==> config.mk <==
export PLATFORM = sky130hd
export DESIGN_NAME = pwm_swforce
export DESIGN_NICKNAME = d
export VERILOG_FILES = /design/src/rtl/pwm_force_pkg.sv /design/src/rtl/pfu_cfg_reg.sv /design/src/rtl/pfu_cont_latch.sv /design/src/rtl/pfu_oneshot_chan.sv /design/src/rtl/pwm_swforce.sv
export SDC_FILE = /design/constraint.sdc
export NUM_CORES = 1
export LEC_CHECK = 0
export BUFFER_PORTS_ARGS = -buffer_cell sky130_fd_sc_hd__buf_4
export CAP_MARGIN = 20
export CORE_ASPECT_RATIO = 1.75
export CORE_MARGIN = 1
export CORE_UTILIZATION = 40
export CTS_CLUSTER_DIAMETER = 80
export DETAILED_ROUTE_END_ITERATION = 12
export PLACE_DENSITY = 0.69
export SLEW_MARGIN = 20
export SYNTH_ARGS = -nofsm -noshare
export SYNTH_HDL_FRONTEND = slang
export SYNTH_SLANG_ARGS = --single-unit
==> constraint.sdc <==
create_clock -name clk -period 2.85 [get_ports clk]
set_input_delay 0.285 -clock clk [delete_from_list [all_inputs] [get_ports clk]]
set_output_delay 0.285 -clock clk [all_outputs]
set_load 0.05 [all_outputs]
==> src/rtl/pwm_force_pkg.sv <==
package pwm_force_pkg;

   // Force mode encoding shared by one-shot and continuous fields
   typedef enum logic [1:0] {
      FM_OFF_0 = 2'd0,
      FM_LOW   = 2'd1,
      FM_HIGH  = 2'd2,
      FM_OFF_3 = 2'd3
   } fmode_e;

   // Field layout of the configuration word
   localparam int unsigned UPD_LSB    = 0;
   localparam int unsigned CONT_A_LSB = 6;
   localparam int unsigned CONT_B_LSB = 8;
   localparam int unsigned TRIG_A_BIT = 10;
   localparam int unsigned OSM_A_LSB  = 11;
   localparam int unsigned TRIG_B_BIT = 13;
   localparam int unsigned OSM_B_LSB  = 14;
   localparam int unsigned CFG_MIN_W  = 16;

   function automatic logic fm_on(input logic [1:0] m);
      return (m == FM_LOW) || (m == FM_HIGH);
   endfunction

   function automatic logic fm_level(input logic [1:0] m);
      return (m == FM_HIGH);
   endfunction

endpackage

==> src/rtl/pfu_cfg_reg.sv <==
module pfu_cfg_reg #(
   parameter int unsigned REG_W = 16
) (
   input  logic             clk,
   input  logic             rst_n,
   input  logic             wr_i,
   input  logic [REG_W-1:0] wdata_i,
   output logic [REG_W-1:0] cfg_o
);

   always_ff @(posedge clk or negedge rst_n) begin
      if (!rst_n)    cfg_o <= '0;
      else if (wr_i) cfg_o <= wdata_i;
   end

endmodule

==> src/rtl/pfu_cont_latch.sv <==
module pfu_cont_latch #(
   parameter int unsigned EVT_N = 5,
   parameter int unsigned CH_N  = 2
) (
   input  logic                 clk,
   input  logic                 rst_n,
   input  logic [EVT_N:0]       method_i,
   input  logic [CH_N-1:0][1:0] shadow_i,
   input  logic [EVT_N-1:0]     evt_i,
   output logic [CH_N-1:0][1:0] active_o
);

   logic immediate;
   logic freeze;
   logic evt_hit;
   logic load;

   assign immediate = (method_i == '0);
   assign freeze    = method_i[EVT_N];
   assign evt_hit   = |(method_i[EVT_N-1:0] & evt_i);
   assign load      = immediate | (~freeze & evt_hit);

   always_ff @(posedge clk or negedge rst_n) begin
      if (!rst_n)    active_o <= '0;
      else if (load) active_o <= shadow_i;
   end

   // frozen method keeps the active modes
   a_r8_freeze_holds: assert property (@(posedge clk) disable iff (!rst_n)
      method_i[EVT_N] |=> $stable(active_o));

   // method zero loads the shadow on the next edge
   a_r6_immediate_load: assert property (@(posedge clk) disable iff (!rst_n)
      (method_i == '0) |=> (active_o == $past(shadow_i)));

   // no enabled event, no update
   a_r7_no_event_no_load: assert property (@(posedge clk) disable iff (!rst_n)
      ((method_i != '0) && ((method_i[EVT_N-1:0] & evt_i) == '0)) |=> $stable(active_o));

endmodule

==> src/rtl/pfu_oneshot_chan.sv <==
module pfu_oneshot_chan
   import pwm_force_pkg::*;
#(
   parameter bit FORCE_WINS = 1'b1
) (
   input  logic       clk,
   input  logic       rst_n,
   input  logic [1:0] osm_i,
   input  logic       trig_i,
   input  logic [1:0] cont_i,
   input  logic       gen_i,
   input  logic       act_i,
   output logic       out_o
);

   logic trig_d;
   logic hold_q;
   logic lvl_q;
   logic toggle;
   logic fire;
   logic set_en;
   logic clr_en;

   assign toggle = trig_i ^ trig_d;
   assign fire   = toggle & fm_on(osm_i);

   generate
      if (FORCE_WINS) begin : g_force_first
         assign set_en = fire;
         assign clr_en = act_i & ~fire;
      end else begin : g_action_first
         assign clr_en = act_i;
         assign set_en = fire & ~act_i;
      end
   endgenerate

   always_ff @(posedge clk or negedge rst_n) begin
      if (!rst_n) begin
         trig_d <= 1'b0;
         hold_q <= 1'b0;
         lvl_q  <= 1'b0;
      end else begin
         trig_d <= trig_i;
         if (set_en) begin
            hold_q <= 1'b1;
            lvl_q  <= fm_level(osm_i);
         end else if (clr_en) begin
            hold_q <= 1'b0;
         end
      end
   end

   always_comb begin
      if (fm_on(cont_i)) out_o = fm_level(cont_i);
      else if (hold_q)   out_o = lvl_q;
      else               out_o = gen_i;
   end

   // a low force event drives the output low on the next cycle
   a_r3_force_low_next: assert property (@(posedge clk) disable iff (!rst_n)
      (fire && (osm_i == FM_LOW) && (FORCE_WINS || !act_i)) |=> (fm_on(cont_i) || !out_o));

   // a high force event drives the output high on the next cycle
   a_r2_force_high_next: assert property (@(posedge clk) disable iff (!rst_n)
      (fire && (osm_i == FM_HIGH) && (FORCE_WINS || !act_i)) |=> (fm_on(cont_i) || out_o));

   // a toggle under a disabled mode leaves the one-shot state alone
   a_r2_disabled_ignored: assert property (@(posedge clk) disable iff (!rst_n)
      (toggle && !fm_on(osm_i) && !act_i) |=> $stable(hold_q));

   // a generator action without a force event hands the output back
   a_r4_release: assert property (@(posedge clk) disable iff (!rst_n)
      (act_i && !fire) |=> (fm_on(cont_i) || (out_o == gen_i)));

endmodule

==> src/rtl/pwm_swforce.sv <==
module pwm_swforce
   import pwm_force_pkg::*;
#(
   parameter int unsigned REG_W      = 16,
   parameter bit          FORCE_WINS = 1'b1
) (
   input  logic             clk,
   input  logic             rst_n,
   input  logic             cfg_wr,
   input  logic [REG_W-1:0] cfg_wdata,
   input  logic             gen_a,
   input  logic             gen_b,
   input  logic             gen_act_a,
   input  logic             gen_act_b,
   input  logic             ev_zero,
   input  logic             ev_period,
   input  logic             ev_cmp_a,
   input  logic             ev_cmp_b,
   input  logic             sync_in,
   output logic             pwm_a,
   output logic             pwm_b
);

   localparam int unsigned EVT_N = 5;
   localparam int unsigned CH_N  = 2;

   generate
      if (REG_W < CFG_MIN_W) begin : g_bad_width
         $error("pwm_swforce: REG_W must hold the whole configuration word");
      end
   endgenerate

   logic [REG_W-1:0]     cfg_q;
   logic [EVT_N-1:0]     evt;
   logic [CH_N-1:0][1:0] shadow;
   logic [CH_N-1:0][1:0] active;
   logic [CH_N-1:0]      gen_v;
   logic [CH_N-1:0]      act_v;
   logic [CH_N-1:0]      out_v;

   assign evt       = {sync_in, ev_cmp_b, ev_cmp_a, ev_period, ev_zero};
   assign shadow[0] = cfg_q[CONT_A_LSB +: 2];
   assign shadow[1] = cfg_q[CONT_B_LSB +: 2];
   assign gen_v     = {gen_b, gen_a};
   assign act_v     = {gen_act_b, gen_act_a};

   pfu_cfg_reg #(.REG_W(REG_W)) u_cfg (
      .clk     (clk),
      .rst_n   (rst_n),
      .wr_i    (cfg_wr),
      .wdata_i (cfg_wdata),
      .cfg_o   (cfg_q)
   );

   pfu_cont_latch #(.EVT_N(EVT_N), .CH_N(CH_N)) u_cont (
      .clk      (clk),
      .rst_n    (rst_n),
      .method_i (cfg_q[UPD_LSB +: EVT_N+1]),
      .shadow_i (shadow),
      .evt_i    (evt),
      .active_o (active)
   );

   for (genvar ch = 0; ch < CH_N; ch++) begin : g_chan
      localparam int unsigned OSM_LSB  = (ch == 0) ? OSM_A_LSB : OSM_B_LSB;
      localparam int unsigned TRIG_POS = (ch == 0) ? TRIG_A_BIT : TRIG_B_BIT;

      pfu_oneshot_chan #(.FORCE_WINS(FORCE_WINS)) u_os (
         .clk    (clk),
         .rst_n  (rst_n),
         .osm_i  (cfg_q[OSM_LSB +: 2]),
         .trig_i (cfg_q[TRIG_POS]),
         .cont_i (active[ch]),
         .gen_i  (gen_v[ch]),
         .act_i  (act_v[ch]),
         .out_o  (out_v[ch])
      );
   end

   assign pwm_a = out_v[0];
   assign pwm_b = out_v[1];

   // the cycle after reset releases, nothing is forced
   a_r1_reset_clean: assert property (@(posedge clk) disable iff (!rst_n)
      $rose(rst_n) |-> ((pwm_a == gen_a) && (pwm_b == gen_b)));

   // an active continuous low on A wins over everything
   a_r5_cont_low_a: assert property (@(posedge clk) disable iff (!rst_n)
      (active[0] == FM_LOW) |-> !pwm_a);

endmodule

==> flow_summary.json <==
{
  "status": "complete, no violations",
  "drive_above_1_share": 0.3871,
  "yosys.area_share.simple": 0.04911,
  "synth_area_leader_cell": "dfrtp_1",
  "synth-compound-area-share": 0.1317,
  "final-setup-viol-count": 0,
  "maxCapViolations": 0,
  "rsz0062_at_grt": "no",
  "wl_mm": 1.902,
  "hpwlAfterDp_mm": 1.484,
  "area_delta_synth_final_pct": 27.57,
  "fin_crit_ns": 1.626,
  "yosysSeqAreaShare": 0.5804,
  "die_w_um": 42.02,
  "fin_setup_tns_ns": 0,
  "syn_avg_cell_area_um2": 12.19,
  "cts-resized-gates": 0,
  "post_drt_wl_per_cell_um": 12.60,
  "final_common_cell": "buf_4",
  "globalplace.congestion": 0.8627,
  "coreArea_um2": 2690,
  "tightest_slew_ns": 0.4504,
  "worstSetupPathType": "reg -> out",
  "ctsRootBufferMaster": "clkbuf_8",
  "dp.cells": 146,
  "layoutNonFillerInstCount": 151,
  "grt_pass1_vias": 798,
  "intPower_w": 0.0006708,
  "p_switching_w": 0.0002850,
  "fin_crit_sh": 0.5704,
  "p_sw_frac": 0.2982,
  "crit_fanout": 2,
  "synth_area_leaders": "dfrtp_1 58%, mux2_2 12%, ha_1 4.5%",
  "power.leakage_nw": 0.6794,
  "cp.arrival_ns": 1.34,
  "cts_buffers": 3,
  "synth_top_family_by_area": "multiplexers",
  "synthXorXnorAreaFrac": 0.01563,
  "final_cell_mix": "29 x buf_4, 26 x dfrtp_1, 12 x mux2_2, 10 x inv_1, 10 x o21ai_0",
  "ys_ff_latch": 26,
  "max_freq_mhz": 615.1,
  "via_count": 793,
  "clockBufferDepth": 2,
  "tritoncts": "done",
  "finalHoldViolCount": 0,
  "seqPwrFrac": 0.479,
  "htreeDepth": 1,
  "nNetsFinal": 157,
  "fp-row-count": 25,
  "initial_core_util": 0.4167,
  "power_density_nw_per_um2": 668.3,
  "dieArea_um2": 3027,
  "grt_use_total": 0.1396,
  "postCtsSetupRepairBufs": 0,
  "synthDistinctLibCells": 19,
  "hold_path.class": "in -> reg",
  "diodes": 0,
  "yosys_warnings": 0,
  "peakVddDrop_uv": 411.7,
  "drc": 0,
  "p_comb_frac": 0.278,
  "dieHeight_um": 72.04,
  "grt.overflow.total": 0,
  "worstPathRequired_ns": 2.57,
  "critical_path.startpoint_type": "flip-flop",
  "worst_clock_skew_ns": 0.002097,
  "slew_headroom": 0.6997,
  "synth_mux_area_frac": 0.1384,
  "antenna_found_initial": 0,
  "syn_nets": 124,
  "drt-initial-drc-count": 17,
  "cts.sink_count": 26,
  "clock_power_share": 0.242,
  "vias_per_cell": 5.252,
  "ios": 30,
  "first_pass_iters": 4,
  "synth_cells": 92,
  "synthAdderAreaFrac": 0.04464,
  "clk_pin_slew_ns": 0.08,
  "yosysTopAreaCellShare": 0.5804,
  "io_buffer_count": 29,
  "end_kind": "primary output",
  "drv_slew": 0,
  "netlist_area_um2": 1121,
  "antenna_left": 0,
  "grt_pass1_wl_mm": 3.222,
  "grt_max_degree": 27,
  "clock_latency_ns": 0.27,
  "final.fill_count": 252
}
==> cell type report <==
type | instances | area (µm²) | area share
sequential | 26 | 650.6 | 0.4549
multi-input combinational | 54 | 425.4 | 0.2975
timing repair buffer | 30 | 227.7 | 0.1592
clock buffer | 4 | 55.05 | 0.03850
inverter | 10 | 37.54 | 0.02625
tap | 27 | 33.78 | 0.02362
==> final timing paths <==
| path | start | endpoint | slack [ns] | depth (start not counted) |
|---|---|---|---|---|
| worst max-delay path | u_cont.active_o[3] | pwm_b | 1.22 | 4 |
| worst min-delay path | gen_act_a | g_chan[0].u_os.hold_q | 0.20 | 2 |
| worst max register to register | u_cfg.cfg_o[1] | u_cont.active_o[2] | 1.30 | 3 |
| worst min register to register | u_cfg.cfg_o[10] | g_chan[0].u_os.trig_d | 0.42 | 0 |
| max in group asynchronous | rst_n | u_cfg.cfg_o[15] | 2.15 | 2 |
| min in group asynchronous | rst_n | u_cfg.cfg_o[12] | 0.45 | 2 |
==> per-layer routing <==
metal	global-route usage	vias to the layer above	routed length (µm)
met4	0.07639	0	45
met1	0.1519	382	740
met3	0.009950	4	58
li1	-	390	-
met5	0	-	0
met2	0.2622	17	1058
==> flip-flops by register name, indices dropped and copies added, names as in the netlist <==
signal,cells
g_chan.u_os.hold_q,2
g_chan.u_os.lvl_q,2
g_chan.u_os.trig_d,2
u_cfg.cfg_o,16
u_cont.active_o,4
==> cell usage after synthesis <==
cell       n
a21oi_1    3
a222oi_1   1
a22oi_1    1
buf_1      1
clkbuf_1   1
dfrtp_1   26
ha_1       4
inv_1     10
mux2_2    12
mux2i_1    2
nand2_1    6
nor2_1     4
o211a_4    1
o21ai_0   10
o22ai_1    2
o32ai_1    4
or2_2      1
or4_4      1
xnor2_1    2
==> power groups by stage <==
stage	Clock, W	Combinational (W)	Sequential, W
after floorplan	0	0.000188	0.000458
after global placement	0	0.000263	0.000466
after detailed placement	0	0.000268	0.000467
after CTS	0.000236	0.000270	0.000460
after global routing	0.000251	0.000291	0.000466
final	0.000232	0.000266	0.000458
==> critical path, stage by stage, from the launching register on <==
cell     delay [ns]
dfrtp_1        0.39
ha_1           0.30
nor2_1         0.04
a21oi_1        0.12
buf_4          0.22
==> cell families after synthesis <==
family / Yosys count
flip-flops: 26
AND/OR/NAND/NOR: 12
XOR/XNOR: 2
buffers and inverters: 12
adder cells (fa/ha/maj): 4
AO/OA/AOI/OAI: 22
multiplexers: 14
==> per-stage QoR <==
stage / area [µm²] / total power, W / utilization / hold WS (ns) / setup slack, ns
6_report: 1430 / 0.0009558 / 0.5316 / 0.1994 / 1.224
5_1_grt: 1430 / 0.001008 / 0.5316 / 0.1954 / 1.150
4_1_cts: 1430 / 0.0009662 / 0.5316 / 0.1949 / 1.219
3_5_place_dp: 1365 / 0.0007358 / 0.5074 / 0.2082 / 1.319
3_3_place_gp: 1365 / 0.0007291 / 0.5074 / 0.2080 / 1.354
2_1_floorplan: 1121 / 0.0006456 / - / -0.01059 / 1.132
==> what timing repair did <==
item	CTS	global route
hold buffers	1	0
endpoints found under the setup margin	0	0
hold endpoints to repair	26	0
No activity file was read; power rests on OpenSTA's default activity.
